File: src/rtl/gpio_mp_pkg.sv
// Package: shared types for the address-masked GPIO port.
// Assumes: one bus access per cycle; decode classifies it into one kind.
package gpio_mp_pkg;

    // Classification of a bus offset
    typedef enum logic [1:0] {
        ACC_NONE     = 2'd0,
        ACC_DATA     = 2'd1,
        ACC_DIR      = 2'd2,
        ACC_UNMAPPED = 2'd3
    } acc_kind_e;

endpackage

File: src/rtl/gpio_mp_decode.sv
// Module: gpio_mp_decode
// Classifies a bus offset into data window, direction register or
// unmapped space, and extracts the per-pin mask from the word-address bits.
// Assumes: the window spans offsets below 2**(PINS+2); the direction
// register sits exactly at that boundary.
module gpio_mp_decode
    import gpio_mp_pkg::*;
#(
    parameter int PINS   = 8,
    parameter int ADDR_W = 12
) (
    input  logic              sel,
    input  logic [ADDR_W-1:0] addr,
    output acc_kind_e         kind,
    output logic [PINS-1:0]   mask
);
    localparam int MASK_LSB = 2;
    localparam int MASK_MSB = PINS + MASK_LSB - 1;
    localparam logic [ADDR_W-1:0] DIR_OFS = ADDR_W'(1) << (PINS + MASK_LSB);

    logic in_window;

    // Window membership: all bits above the mask field are zero
    assign in_window = (addr < DIR_OFS);

    // Mask field: word-address bits select pins
    assign mask = addr[MASK_MSB:MASK_LSB];

    // Access classification
    always_comb begin
        if (!sel)                 kind = ACC_NONE;
        else if (in_window)       kind = ACC_DATA;
        else if (addr == DIR_OFS) kind = ACC_DIR;
        else                      kind = ACC_UNMAPPED;
    end
endmodule

File: src/rtl/gpio_mp_dir_reg.sv
// Module: gpio_mp_dir_reg
// Holds the per-pin direction bits (1 = output). A full-byte write
// replaces all bits.
// Assumes: synchronous active-low reset leaves every pin an input.
module gpio_mp_dir_reg #(
    parameter int PINS = 8
) (
    input  logic            clk,
    input  logic            rst_n,
    input  logic            wr_en,
    input  logic [PINS-1:0] wdata,
    output logic [PINS-1:0] dir
);
    // Direction register update
    always_ff @(posedge clk) begin
        if (!rst_n)     dir <= '0;
        else if (wr_en) dir <= wdata;
    end
endmodule

File: src/rtl/gpio_mp_out_hold.sv
// Module: gpio_mp_out_hold
// Per-pin output holding flops. A masked data write updates a bit only
// when its mask bit is set and the pin is currently an output.
// Assumes: mask and dir are stable in the write cycle.
module gpio_mp_out_hold #(
    parameter int PINS = 8
) (
    input  logic            clk,
    input  logic            rst_n,
    input  logic            wr_en,
    input  logic [PINS-1:0] mask,
    input  logic [PINS-1:0] dir,
    input  logic [PINS-1:0] wdata,
    output logic [PINS-1:0] hold
);
    for (genvar n = 0; n < PINS; n++) begin : g_bit
        logic upd;

        // Per-pin write qualifier
        assign upd = wr_en & mask[n] & dir[n];

        // Per-pin holding flop
        always_ff @(posedge clk) begin
            if (!rst_n)   hold[n] <= 1'b0;
            else if (upd) hold[n] <= wdata[n];
        end
    end
endmodule

File: src/rtl/gpio_mp_in_sync.sv
// Module: gpio_mp_in_sync
// Multi-stage synchronizer for the asynchronous pin inputs.
// Assumes: STAGES >= 2; every pin is synchronized independently.
module gpio_mp_in_sync #(
    parameter int PINS   = 8,
    parameter int STAGES = 2
) (
    input  logic            clk,
    input  logic            rst_n,
    input  logic [PINS-1:0] din,
    output logic [PINS-1:0] dout
);
    logic [PINS-1:0] stg [STAGES];

    for (genvar s = 0; s < STAGES; s++) begin : g_stage
        if (s == 0) begin : g_first
            // First capture stage
            always_ff @(posedge clk) begin
                if (!rst_n) stg[s] <= '0;
                else        stg[s] <= din;
            end
        end else begin : g_next
            // Follow-on settling stage
            always_ff @(posedge clk) begin
                if (!rst_n) stg[s] <= '0;
                else        stg[s] <= stg[s-1];
            end
        end
    end

    assign dout = stg[STAGES-1];
endmodule

File: src/rtl/gpio_mp_rd_mux.sv
// Module: gpio_mp_rd_mux
// Builds read data. In the data window, each selected pin returns its
// holding bit if it is an output, or its synchronized input otherwise.
// The direction offset returns the direction bits; everything else
// returns 0.
// Assumes: rd_en is low in every cycle without a read.
module gpio_mp_rd_mux
    import gpio_mp_pkg::*;
#(
    parameter int PINS = 8
) (
    input  logic            rd_en,
    input  acc_kind_e       kind,
    input  logic [PINS-1:0] mask,
    input  logic [PINS-1:0] dir,
    input  logic [PINS-1:0] hold,
    input  logic [PINS-1:0] sync_in,
    output logic [PINS-1:0] rdata
);
    logic [PINS-1:0] pin_val;

    // Per-pin read source: driven value for outputs, sampled input otherwise
    for (genvar n = 0; n < PINS; n++) begin : g_src
        assign pin_val[n] = dir[n] ? hold[n] : sync_in[n];
    end

    // Read data selection
    always_comb begin
        rdata = '0;
        if (rd_en) begin
            case (kind)
                ACC_DATA: rdata = pin_val & mask;
                ACC_DIR:  rdata = dir;
                default:  rdata = '0;
            endcase
        end
    end
endmodule

File: src/rtl/gpio_mask_port.sv
// Module: gpio_mask_port (top)
// Eight-pin GPIO port with a direction register and an address-masked
// data window, on a single-cycle byte-wide bus.
// Assumes: one access per cycle, no wait states, read data combinational.
module gpio_mask_port
    import gpio_mp_pkg::*;
#(
    parameter int PINS        = 8,
    parameter int ADDR_W      = 12,
    parameter int SYNC_STAGES = 2
) (
    input  logic              clk,
    input  logic              rst_n,
    input  logic              bus_sel,
    input  logic              bus_wr,
    input  logic [ADDR_W-1:0] bus_addr,
    input  logic [PINS-1:0]   bus_wdata,
    output logic [PINS-1:0]   bus_rdata,
    input  logic [PINS-1:0]   pin_in,
    output logic [PINS-1:0]   pin_out,
    output logic [PINS-1:0]   pin_oe
);
    acc_kind_e       kind;
    logic [PINS-1:0] mask;
    logic [PINS-1:0] dir;
    logic [PINS-1:0] hold;
    logic [PINS-1:0] sync_in;
    logic            data_wr;
    logic            dir_wr;
    logic            rd_en;

    // Access strobes
    assign data_wr = bus_wr  & (kind == ACC_DATA);
    assign dir_wr  = bus_wr  & (kind == ACC_DIR);
    assign rd_en   = bus_sel & ~bus_wr;

    gpio_mp_decode #(.PINS(PINS), .ADDR_W(ADDR_W)) u_decode (
        .sel  (bus_sel),
        .addr (bus_addr),
        .kind (kind),
        .mask (mask)
    );

    gpio_mp_dir_reg #(.PINS(PINS)) u_dir (
        .clk   (clk),
        .rst_n (rst_n),
        .wr_en (dir_wr),
        .wdata (bus_wdata),
        .dir   (dir)
    );

    gpio_mp_out_hold #(.PINS(PINS)) u_hold (
        .clk   (clk),
        .rst_n (rst_n),
        .wr_en (data_wr),
        .mask  (mask),
        .dir   (dir),
        .wdata (bus_wdata),
        .hold  (hold)
    );

    gpio_mp_in_sync #(.PINS(PINS), .STAGES(SYNC_STAGES)) u_sync (
        .clk   (clk),
        .rst_n (rst_n),
        .din   (pin_in),
        .dout  (sync_in)
    );

    gpio_mp_rd_mux #(.PINS(PINS)) u_rd (
        .rd_en   (rd_en),
        .kind    (kind),
        .mask    (mask),
        .dir     (dir),
        .hold    (hold),
        .sync_in (sync_in),
        .rdata   (bus_rdata)
    );

    assign pin_out = hold;
    assign pin_oe  = dir;
endmodule

File: config.mk
export PLATFORM = sky130hd
export DESIGN_NAME = gpio_mask_port
export DESIGN_NICKNAME = d
export VERILOG_FILES = /design/src/rtl/gpio_mp_pkg.sv /design/src/rtl/gpio_mp_decode.sv /design/src/rtl/gpio_mp_dir_reg.sv /design/src/rtl/gpio_mp_out_hold.sv /design/src/rtl/gpio_mp_in_sync.sv /design/src/rtl/gpio_mp_rd_mux.sv /design/src/rtl/gpio_mask_port.sv
export SDC_FILE = /design/constraint.sdc
export NUM_CORES = 1
export LEC_CHECK = 0
export ABC_AREA = 1
export ABC_CLOCK_PERIOD_IN_PS = 2200
export BUFFER_PORTS_ARGS = -buffer_cell sky130_fd_sc_hd__clkbuf_2
export CAP_MARGIN = 10
export CORE_ASPECT_RATIO = 1.4
export CORE_MARGIN = 8
export CORE_UTILIZATION = 40
export DETAILED_ROUTE_END_ITERATION = 6
export GPL_ROUTABILITY_DRIVEN = 0
export PLACE_DENSITY = 0.66
export SLEW_MARGIN = 15
export SYNTH_ARGS = -nofsm -noshare
export SYNTH_HDL_FRONTEND = slang
export SYNTH_SLANG_ARGS = --single-unit
File: constraint.sdc
create_clock -name clk -period 2.2 [get_ports clk]
set_input_delay 0.44 -clock clk [delete_from_list [all_inputs] [get_ports clk]]
set_output_delay 0.44 -clock clk [all_outputs]
set_load 0.02 [all_outputs]
==> metrics.md, run 1 <==
| Metric | Value |
|---|---|
| Status | finished, final reports clean |
| Nets | 340 |
| CP max stage cell | nor2_4 |
| Max-cap violation count | 0 |
| Largest vdd supply drop | 315 uV |
| Reg2reg path depth | 5 |
| Antenna diodes | 0 |
| Clock slew seen by the registers of the worst setup and hold paths | approximately 0.070 ns |
| Maximum clock path buffer count | 2 |
| Synth Warn # | 0 |
| HP Class | in2reg |
| Clock share of power | 40.0% |
| H-tree depth | 2 |
| DRT Wirelength | 4130 um |
| Vias in the first global route | 1581 |
| Vias post-DR | 1585 |
| Global routing's busiest layer | met2 |
| Slew Limit Headroom | 57.0% |
| Seq cells post-synth | 32 |
| Largest net degree at the start of global routing | 33 |
| Fillers | 435 |
| Final hold vios | 0 |
| Final Cycle Share | 88.2% |
| DIE HEIGHT | 91.2 um |
| ANT nets after route | 0 |
| R2R Path Start | u_dir.dir[6] |
| Setup CP Type | in2out |
| DP Wirelength | 3160 um |
| Die Area | between 6000 and 7000 um2 |
| Critical path launch point | bus_addr[2] |
| Pleak | 1.10 nW |
| Sw frac | 24.4% |
| Final setup violation count | 0 |
| Final Critical Period | a little under 2 ns |
| DRC | 0 |
| Reg-to-reg slack, setup | ~1.3 ns |
| Yosys top cell area share | 39.7% |
| Power share of the sequential group | about half |
| Met2 Usage GRT | 22.1% |
| CTS resizes | 0 |
| Clk_lat worst skew | 0.28 ns |
| Post-Syn Nets | 281 |
| CP required | 1.76 ns |
| Unrepaired setup endpoints after global routing | no |
| Setup WS pre-CTS | 0.256 ns |
| Crit-path most repeated cell | clkbuf_2 |
| Post-synthesis async set-or-reset flop share | 0% |
| Leading area contributor after synthesis | dfxtp_1 |
| Starting density of the core | roughly 41% |
| Combinational share of power | under 10% |
| CTS tree | yes |
| R2r endpoint | u_hold.hold[6] |
| Initial antenna violation count | 0 |
| Clk Tree Root Cell | clkbuf_8 |
| Setup_tns | 0 ns |
| P&R area growth vs syn | 25.8% |
| Int Power | 0.884 mW |
| Design Area, Final | between 2000 and 2500 um2 |
| Critical Path Start Type | input pin |
| Clock skew | about 0.0017 ns |
| Gr usage total | 13.3% |
| Most common cell in the synthesized netlist | nand2_1 |
| Post-CTS setup repair buffer count | 0 |
| CP max FO | 9 |
| Grt met1 use | 14.7% |
| Worst-Margin Slew | 0.645 ns |
| Die X | 69.7 um |
| Synth Area per Inst | 6.49 um2 |
| Crit path largest cell delay | 0.25 ns |
| Drt wl/cell | between 10 and 15 um |
| Share of cells above drive strength 1 | 27.8% |
| Post-DP Area | 1940 um2 |
| Synthesized cell area | 1620 um2 |
| Post-CTS Hold Buffers | 0 |
| Max Slew Vio Count | 0 |
| Core area | 3920 um2 |
| Synth cell count leaders | 82 x nand2_1, 44 x inv_1, 32 x dfxtp_1, 32 x nor2_1, 15 x nand3_1 |
| Rows | 27 |
| Met3 global-route usage | 4.79% |
| Post-DR vias/cell | 4.50 |
| Top FF cell, synth | dfxtp_1 |
| Arr. time, crit path | approximately 1.5 ns |
| Initial DRC Count | 67 |
| Seq/Total Area, Yosys | 39.7% |
| CP Cell Sequence | clkbuf_2, nor2_1, nand2_1, nor2_4, nand3_1, a21oi_1, clkbuf_2 |
| PD cells | 575 nW/um2 |
| Post-synth EDFFs | 0 |
| Net Switching | 0.285 mW |
| PortBufs | 55 |
| Fin Hold WS | 0.329 ns |
| Overflow after GRT | 0 |
| TritonCTS buffer count | 5 |
| Sink Count | 32 |
| Global-route wire length before repair | between 7000 and 8000 um |
| CP Capture Type | output port |
| FMAX | about 520 MHz |
| Largest cells by area after synthesis | dfxtp_1 40%, nand2_1 19%, inv_1 10% |
| Synth cell types | 21 |
| Worst setup path end | bus_rdata[6] |
| Mapped Cells | between 200 and 250 |
| Top Ports | 56 |
| Crit path setup slack, layout | 0.261 ns |
| First drt pass iteration count | 4 |
-- per-stage QoR --
stage | utilization, % | total power [mW] | instances
floorplan | - | 0.666 | 249
finish | 51.9 | 1.17 | 352
global route | 51.9 | 1.22 | 352
global placement | 49.5 | 0.715 | 344
CTS | 51.9 | 1.18 | 352
detailed placement | 49.5 | 0.716 | 344
-- layout make-up --
type	instances	area, um2	area share [%]
Sequential cell	32	641	31.5
Clock inverter	2	10.0	0.493
Timing Repair Buffer	57	290	14.3
Clock buffer	6	82.6	4.06
Multi-Input combinational cell	167	786	38.7
Inverter	45	169	8.31
Tap cell	43	53.8	2.65
-- worst min path at each step --
stage / startpoint / end / slack [ns] / cells after the start
3_5_place_dp: u_sync.stg[0][6] / u_sync.stg[1][6] / 0.40 / 2
2_1_floorplan: u_sync.stg[0][0] / u_sync.stg[1][0] / 0.39 / 2
6_report: pin_in[3] / u_sync.stg[0][3] / 0.33 / 3
5_1_grt: pin_in[0] / u_sync.stg[0][0] / 0.34 / 3
3_3_place_gp: u_sync.stg[0][2] / u_sync.stg[1][2] / 0.39 / 2
4_1_cts: pin_in[3] / u_sync.stg[0][3] / 0.33 / 3
-- registers in the layout (all words and copies together), names as in the netlist --
signal and cells:
u_dir.dir 8, u_hold.hold 8, u_sync.stg 16
-- critical path, delay by kind of cell --
family / cells / cell delay, ns
AO/OA/AOI/OAI: 1 / 0.19
AND/OR/NAND/NOR: 4 / 0.55
buffers and inverters: 2 / 0.32
-- cell usage in the layout (no fill, tap or decap), drive strengths merged --
cell / netlist / layout
a21oi: 8 / 8
buf: 2 / 2
clkbuf: 3 / 61
clkinv: 0 / 2
dfxtp: 32 / 32
inv: 45 / 45
nand2: 84 / 84
nand3: 16 / 16
nand4: 8 / 8
nor2: 46 / 46
nor3: 1 / 1
o211ai: 1 / 1
o21a: 1 / 1
or2: 2 / 2
-- cells by family (layout without fill, tap and decap cells) --
logic type	count (synthesis)	count (layout)	synth area share, %
AND/OR/NAND/NOR	157	157	45.2
AO/OA/AOI/OAI	10	10	3.41
buffers and inverters	50	110	11.7
flip-flops	32	32	39.7
-- per-layer routing --
| layer | vias to the layer above | wire (um) |
|---|---|---|
| li1 | 862 | - |
| met1 | 673 | 1790 |
| met2 | 41 | 1930 |
| met3 | 9 | 299 |
| met4 | 0 | 112 |
| met5 | - | 0 |
-- power by group through the flow --
| stage | clock [mW] | combinational, mW | sequential (mW) |
|---|---|---|---|
| after floorplan | 0 | 0.0578 | 0.608 |
| after global placement | 0 | 0.105 | 0.609 |
| after detailed placement | 0 | 0.107 | 0.609 |
| after CTS | 0.473 | 0.107 | 0.596 |
| after global routing | 0.502 | 0.120 | 0.597 |
| final | 0.467 | 0.106 | 0.596 |
Power figures use the tool's default switching activity.
==> inputs of run 2 (changes only) <==
- BUFFER_PORTS_ARGS: -buffer_cell sky130_fd_sc_hd__clkbuf_2 -> -buffer_cell sky130_fd_sc_hd__buf_2
==> metrics.md, run 2 (synthesized netlist as in run 1, its figures left out) <==
| Metric | Value |
|---|---|
| Status | finished, final reports clean |
| PD cells | about 640 nW/um2 |
| Max Slew Vio Count | 0 |
| Setup_tns | 0 ns |
| Core area | 3920 um2 |
| Initial antenna violation count | 0 |
| Vias post-DR | roughly 1600 |
| Setup WS pre-CTS | 0.289 ns |
| Post-CTS Hold Buffers | 0 |
| Final setup violation count | 0 |
| CP max FO | 9 |
| Clock skew | 0.00498 ns |
| Final Cycle Share | 86.6% |
| HP Class | in2reg |
| Final Critical Period | 1.90 ns |
| Commonest non-fill, non-tap cell in the layout | nand2_1 |
| DIE HEIGHT | 91.2 um |
| ANT nets after route | 0 |
| Drt wl/cell | 12.3 um |
| DP Wirelength | 3250 um |
| Global-route wire length before repair | a little over 7000 um |
| Most frequent cells in the layout | 82 x nand2_1, 55 x buf_2, 44 x inv_1, 32 x nor2_1, 32 x dfxtp_1 |
| Share of cells above drive strength 1 | 27.6% |
| Top Ports | 56 |
| Antenna diodes | 0 |
| Die X | about 70 um |
| Final hold vios | 0 |
| Unrepaired setup endpoints after global routing | no |
| Pleak | 1.13 nW |
| TritonCTS buffer count | 5 |
| Most flops, register | u_sync.stg |
| Clk Tree Root Cell | clkbuf_8 |
| Fin Hold WS | 0.336 ns |
| PortBufs | 55 |
| Worst-Margin Slew | 0.558 ns |
| Arr. time, crit path | 1.46 ns |
| Maximum clock path buffer count | 2 |
| Core Util, Final | between 50% and 60% |
| Crit path setup slack, layout | 0.295 ns |
| CTS tree | yes |
| Initial DRC Count | 49 |
| DRT Wirelength | 4300 um |
| Nets | 339 |
| Rows | 27 |
| Max-cap violation count | 0 |
| Largest net degree at the start of global routing | 33 |
| Critical Path Start Type | input pin |
| Post-CTS setup repair buffer count | 0 |
| Vias in the first global route | 1603 |
| CP Capture Type | output port |
| P&R area growth vs syn | 27.4% |
| Max reg flops | 16 |
| CTS resizes | 0 |
| Post-DR vias/cell | 4.69 |
| First drt pass iteration count | 4 |
| DRC | 0 |
| Die Area | ~6400 um2 |
| Setup CP Type | in2out |
| Sink Count | 32 |
| Clk_lat worst skew | 0.28 ns |
| Clock slew seen by the registers of the worst setup and hold paths | about 0.070 ns |
| FMAX | 525 MHz |
| Slew Limit Headroom | 62.8% |
| H-tree depth | 2 |
| Largest registers | u_sync.stg: 16 flops, u_dir.dir: 8 flops, u_hold.hold: 8 flops |
| Largest vdd supply drop | 608 uV |
| Starting density of the core | 41.2% |
| Overflow after GRT | 0 |
| Gr usage total | 13.7% |
| CP required | approximately 1.8 ns |
-- run 2: cell type report --
| class | count | area (um2) |
|---|---|---|
| Fill cell | 429 | 1860 |
| Timing Repair Buffer | 56 | 283 |
| Clock buffer | 7 | 96.3 |
| Multi-Input combinational cell | 167 | 786 |
| Clock inverter | 1 | 30.0 |
| Tap cell | 43 | 53.8 |
| Sequential cell | 32 | 641 |
| Inverter | 45 | 169 |
-- run 2: path summary, 6_finish.rpt --
kind,from,to,slack (ns),cells after the start
max,bus_addr[11],bus_rdata[1],0.30,6
min,pin_in[3],u_sync.stg[0][3],0.34,3
max reg2reg,u_dir.dir[2],u_hold.hold[2],1.31,5
min reg2reg,u_sync.stg[0][4],u_sync.stg[1][4],0.41,2
-- run 2: through the flow --
| step | instance area, um2 | power [mW] | cells |
|---|---|---|---|
| after CTS | 2060 | 1.33 | 351 |
| after detailed placement | 1930 | 0.715 | 343 |
| after floorplan | 1620 | 0.666 | 249 |
| after global placement | 1930 | 0.713 | 343 |
| after global routing | 2060 | 1.37 | 351 |
| final | 2060 | 1.32 | 351 |
-- run 2: where the power goes --
part / internal (mW) / total (mW) / switching, mW
Combinational: 0.0405 / 0.105 / 0.0646
Clock: 0.399 / 0.615 / 0.215
Sequential: 0.593 / 0.596 / 0.00339
-- run 2: layer usage --
| metal | GRT usage [%] | routed length [um] | vias up |
|---|---|---|---|
| met5 | 0 | 0 | - |
| met4 | 5.71 | 59 | 0 |
| met3 | 4.25 | 273 | 4 |
| met2 | 23.9 | 2190 | 56 |
| met1 | 15.0 | 1780 | 727 |
| li1 | - | - | 860 |
-- run 2: critical path: stages --
cell	delay (ns)
buf_2	0.12
or2_4	0.27
nor2_8	0.18
nand3_1	0.09
a21oi_1	0.16
buf_2	0.19
==> inputs of run 3 (changes only) <==
- ABC_AREA: 1 -> not set
- ABC_CLOCK_PERIOD_IN_PS: 2200 -> 2000
- CTS_CLUSTER_SIZE: not set -> 14
- PLACE_DENSITY: 0.66 -> 0.68
- clock period: 2.2 -> 2 ns (I/O delays scaled with it)
==> metrics.md, run 3 <==
| Metric | Value |
|---|---|
| Status | finished, final reports clean |
| PD cells | slightly above 700 nW/um2 |
| Synth cell types | 17 |
| Post-DR vias/cell | roughly 5 |
| CP Capture Type | output port |
| Nets | 243 |
| Max-cap violation count | 0 |
| Die X | between 60 and 70 um |
| Final Power | 1.35 mW |
| Hold path startpoint | pin_in[3] |
| Reg-to-reg slack, setup | 1.24 ns |
| Reg2reg path depth | 2 |
| Post-CTS setup repair buffer count | 0 |
| Most flops, register | u_sync.stg |
| Most frequent cells in the layout | 55 x buf_2, 32 x dfxtp_1, 24 x nand2_1 |
| Antenna diodes | 0 |
| Crit-path most repeated cell | buf_2 |
| WHS Endpoint | u_sync.stg[0][3] |
| Overflow after GRT | 0 |
| Max reg flops | 16 |
| Largest vdd supply drop | 685 uV |
| CP required | 1.60 ns |
| Core Util, Final | 53.4% |
| TritonCTS buffer count | 5 |
| Largest registers | u_sync.stg: 16 flops, u_dir.dir: 8 flops, u_hold.hold: 8 flops |
| Slew Limit Headroom | approximately 63% |
| Die Area | 5820 um2 |
| Core area | 3550 um2 |
| Maximum clock path buffer count | 2 |
| Starting density of the core | roughly two fifths |
| Critical Path Start Type | input pin |
| Final hold vios | 0 |
| Post-synthesis async set-or-reset flop share | 0% |
| PortBufs | 55 |
| R2r endpoint | u_hold.hold[3] |
| DIE HEIGHT | 87.1 um |
| CP max stage cell | nor4b_4 |
| HP Class | in2reg |
| Largest cells by area after synthesis | dfxtp_1 44%, mux2i_1 11%, and2_1 6.9% |
| Unrepaired setup endpoints after global routing | no |
| Commonest non-fill, non-tap cell in the layout | buf_2 |
| P&R area growth vs syn | 31.2% |
| Arr. time, crit path | 1.51 ns |
| Post-synth EDFFs | 0 |
| Synthesized cell area | 1440 um2 |
| Setup_tns | 0 ns |
| Mapped Cells | 150 |
| ANT nets after route | 0 |
| Final Critical Period | around 1.9 ns |
| Final Cycle Share | 95.4% |
| FMAX | 524 MHz |
| Crit path largest cell delay | 0.27 ns |
| Top FF cell, synth | dfxtp_1 |
| Sink Count | 32 |
| CTS tree | yes |
| Seq cells post-synth | 32 |
| Clock slew seen by the registers of the worst setup and hold paths | 0.06 ns |
| Leading area contributor after synthesis | dfxtp_1 |
| H-tree depth | 2 |
| First drt pass iteration count | 4 |
| Drt wl/cell | 13.8 um |
| Largest net degree at the start of global routing | 41 |
| Final setup violation count | 0 |
| Seq/Total Area, Yosys | 44.4% |
| Top Ports | 56 |
| Post-Syn Nets | 182 |
| Initial antenna violation count | 0 |
| Rows | 26 |
| DRC | 0 |
| Hold Path Cell Cnt | 2 |
| Synth cell count leaders | 32 x dfxtp_1, 24 x nand2_1, 16 x and2_1, 16 x mux2i_1, 16 x nand3_1 |
| Synth Warn # | 0 |
| Vias post-DR | ~1300 |
| Max Slew Vio Count | 0 |
| Post-CTS Hold Buffers | 0 |
| Post-placement cell count | 246 |
| Pleak | 0.936 nW |
| CP max FO | 9 |
| CP Cell Sequence | buf_2, nor4b_4, buf_4, nand4_1, a21oi_1, buf_2 |
| Finished Layout Cells | 254 |
| R2R Path Start | u_dir.dir[3] |
| Clk_lat worst skew | 0.27 ns |
| Yosys top cell area share | 44.4% |
| Setup CP Type | in2out |
| DP Wirelength | 2700 um |
| DRT Wirelength | approximately 3500 um |
| Share of cells above drive strength 1 | 37.3% |
| CTS resizes | 0 |
| Clock skew | 0.00530 ns |
| Vias in the first global route | 1316 |
| Most common cell in the synthesized netlist | dfxtp_1 |
| Global-route wire length before repair | ~5600 um |
| Gr usage total | approximately 12% |
| Worst-Margin Slew | 0.560 ns |
| Initial DRC Count | 27 |
| Clk Tree Root Cell | clkbuf_8 |
| Synth Area per Inst | ~9.6 um2 |
run 3: cell types whose count changed in the layout (fill, tap and decap cells not counted), moves of 4 or more:
| cell | change |
|---|---|
| nand2_1 | -58 |
| inv_1 | -44 |
| nor2_1 | -32 |
| and2_1 | +16 |
| mux2i_1 | +16 |
| nor2_2 | -12 |
| nor2b_1 | +9 |
| mux2_2 | +8 |
| buf_4 | +4 |
run 3: final cells by class:
| cell class | instances | area [um2] |
|---|---|---|
| well taps | 42 | 52.6 |
| clock buffers | 6 | 72.6 |
| clock inverters | 2 | 35.0 |
| fillers | 344 | 1650 |
| flip-flops and latches | 32 | 641 |
| repair buffers | 60 | 313 |
| multi-input cells | 112 | 781 |
run 3: worst max path at each step:
stage                      start            to  cells past startpoint
CTS                 bus_addr[11]  bus_rdata[3]                      6
global route        bus_addr[11]  bus_rdata[3]                      6
floorplan           bus_addr[10]  bus_rdata[0]                      3
global placement    bus_addr[11]  bus_rdata[3]                      6
finish              bus_addr[11]  bus_rdata[3]                      6
detailed placement  bus_addr[11]  bus_rdata[3]                      6
run 3: power by group:
| group | switching [mW] | internal (mW) | leakage, nW |
|---|---|---|---|
| Combinational | 0.0537 | 0.0464 | 0.620 |
| Clock | 0.222 | 0.369 | 0.0552 |
| Sequential | 0.00299 | 0.652 | 0.261 |
| Total | 0.279 | 1.07 | 0.936 |
run 3: stage by stage:
step                      setup slack (ns)  area [um2]  hold WS [ns]
after floorplan                      0.153        1440         0.412
after global placement               0.126        1790         0.414
after detailed placement            0.0851        1790         0.420
after CTS                           0.0796        1890         0.314
after global routing                0.0305        1890         0.317
final                               0.0915        1890         0.319
run 3: routing by layer:
layer / up-vias / track usage, % / wire, um
li1: 645 / - / -
met1: 588 / 12.9 / 1400
met2: 34 / 20.9 / 1760
met3: 8 / 4.38 / 263
met4: 0 / 6.04 / 76
met5: - / 0 / 0
run 3: worst max-delay path: cells and delay by family:
kind                   cells  cell delay, ns
buffers and inverters      3            0.54
AO/OA/AOI/OAI              1            0.20
AND/OR/NAND/NOR            2            0.38
run 3: kinds of logic (layout without fill, tap and decap cells):
| family | count (synthesis) | after routing | synth area share (%) |
|---|---|---|---|
| and+or+nand+nor | 80 | 80 | 34.0 |
| buffers and inverters | 6 | 68 | 1.56 |
| AOI/OAI and AO/OA | 8 | 8 | 2.77 |
| muxes | 24 | 24 | 17.3 |
| DFF | 32 | 32 | 44.4 |
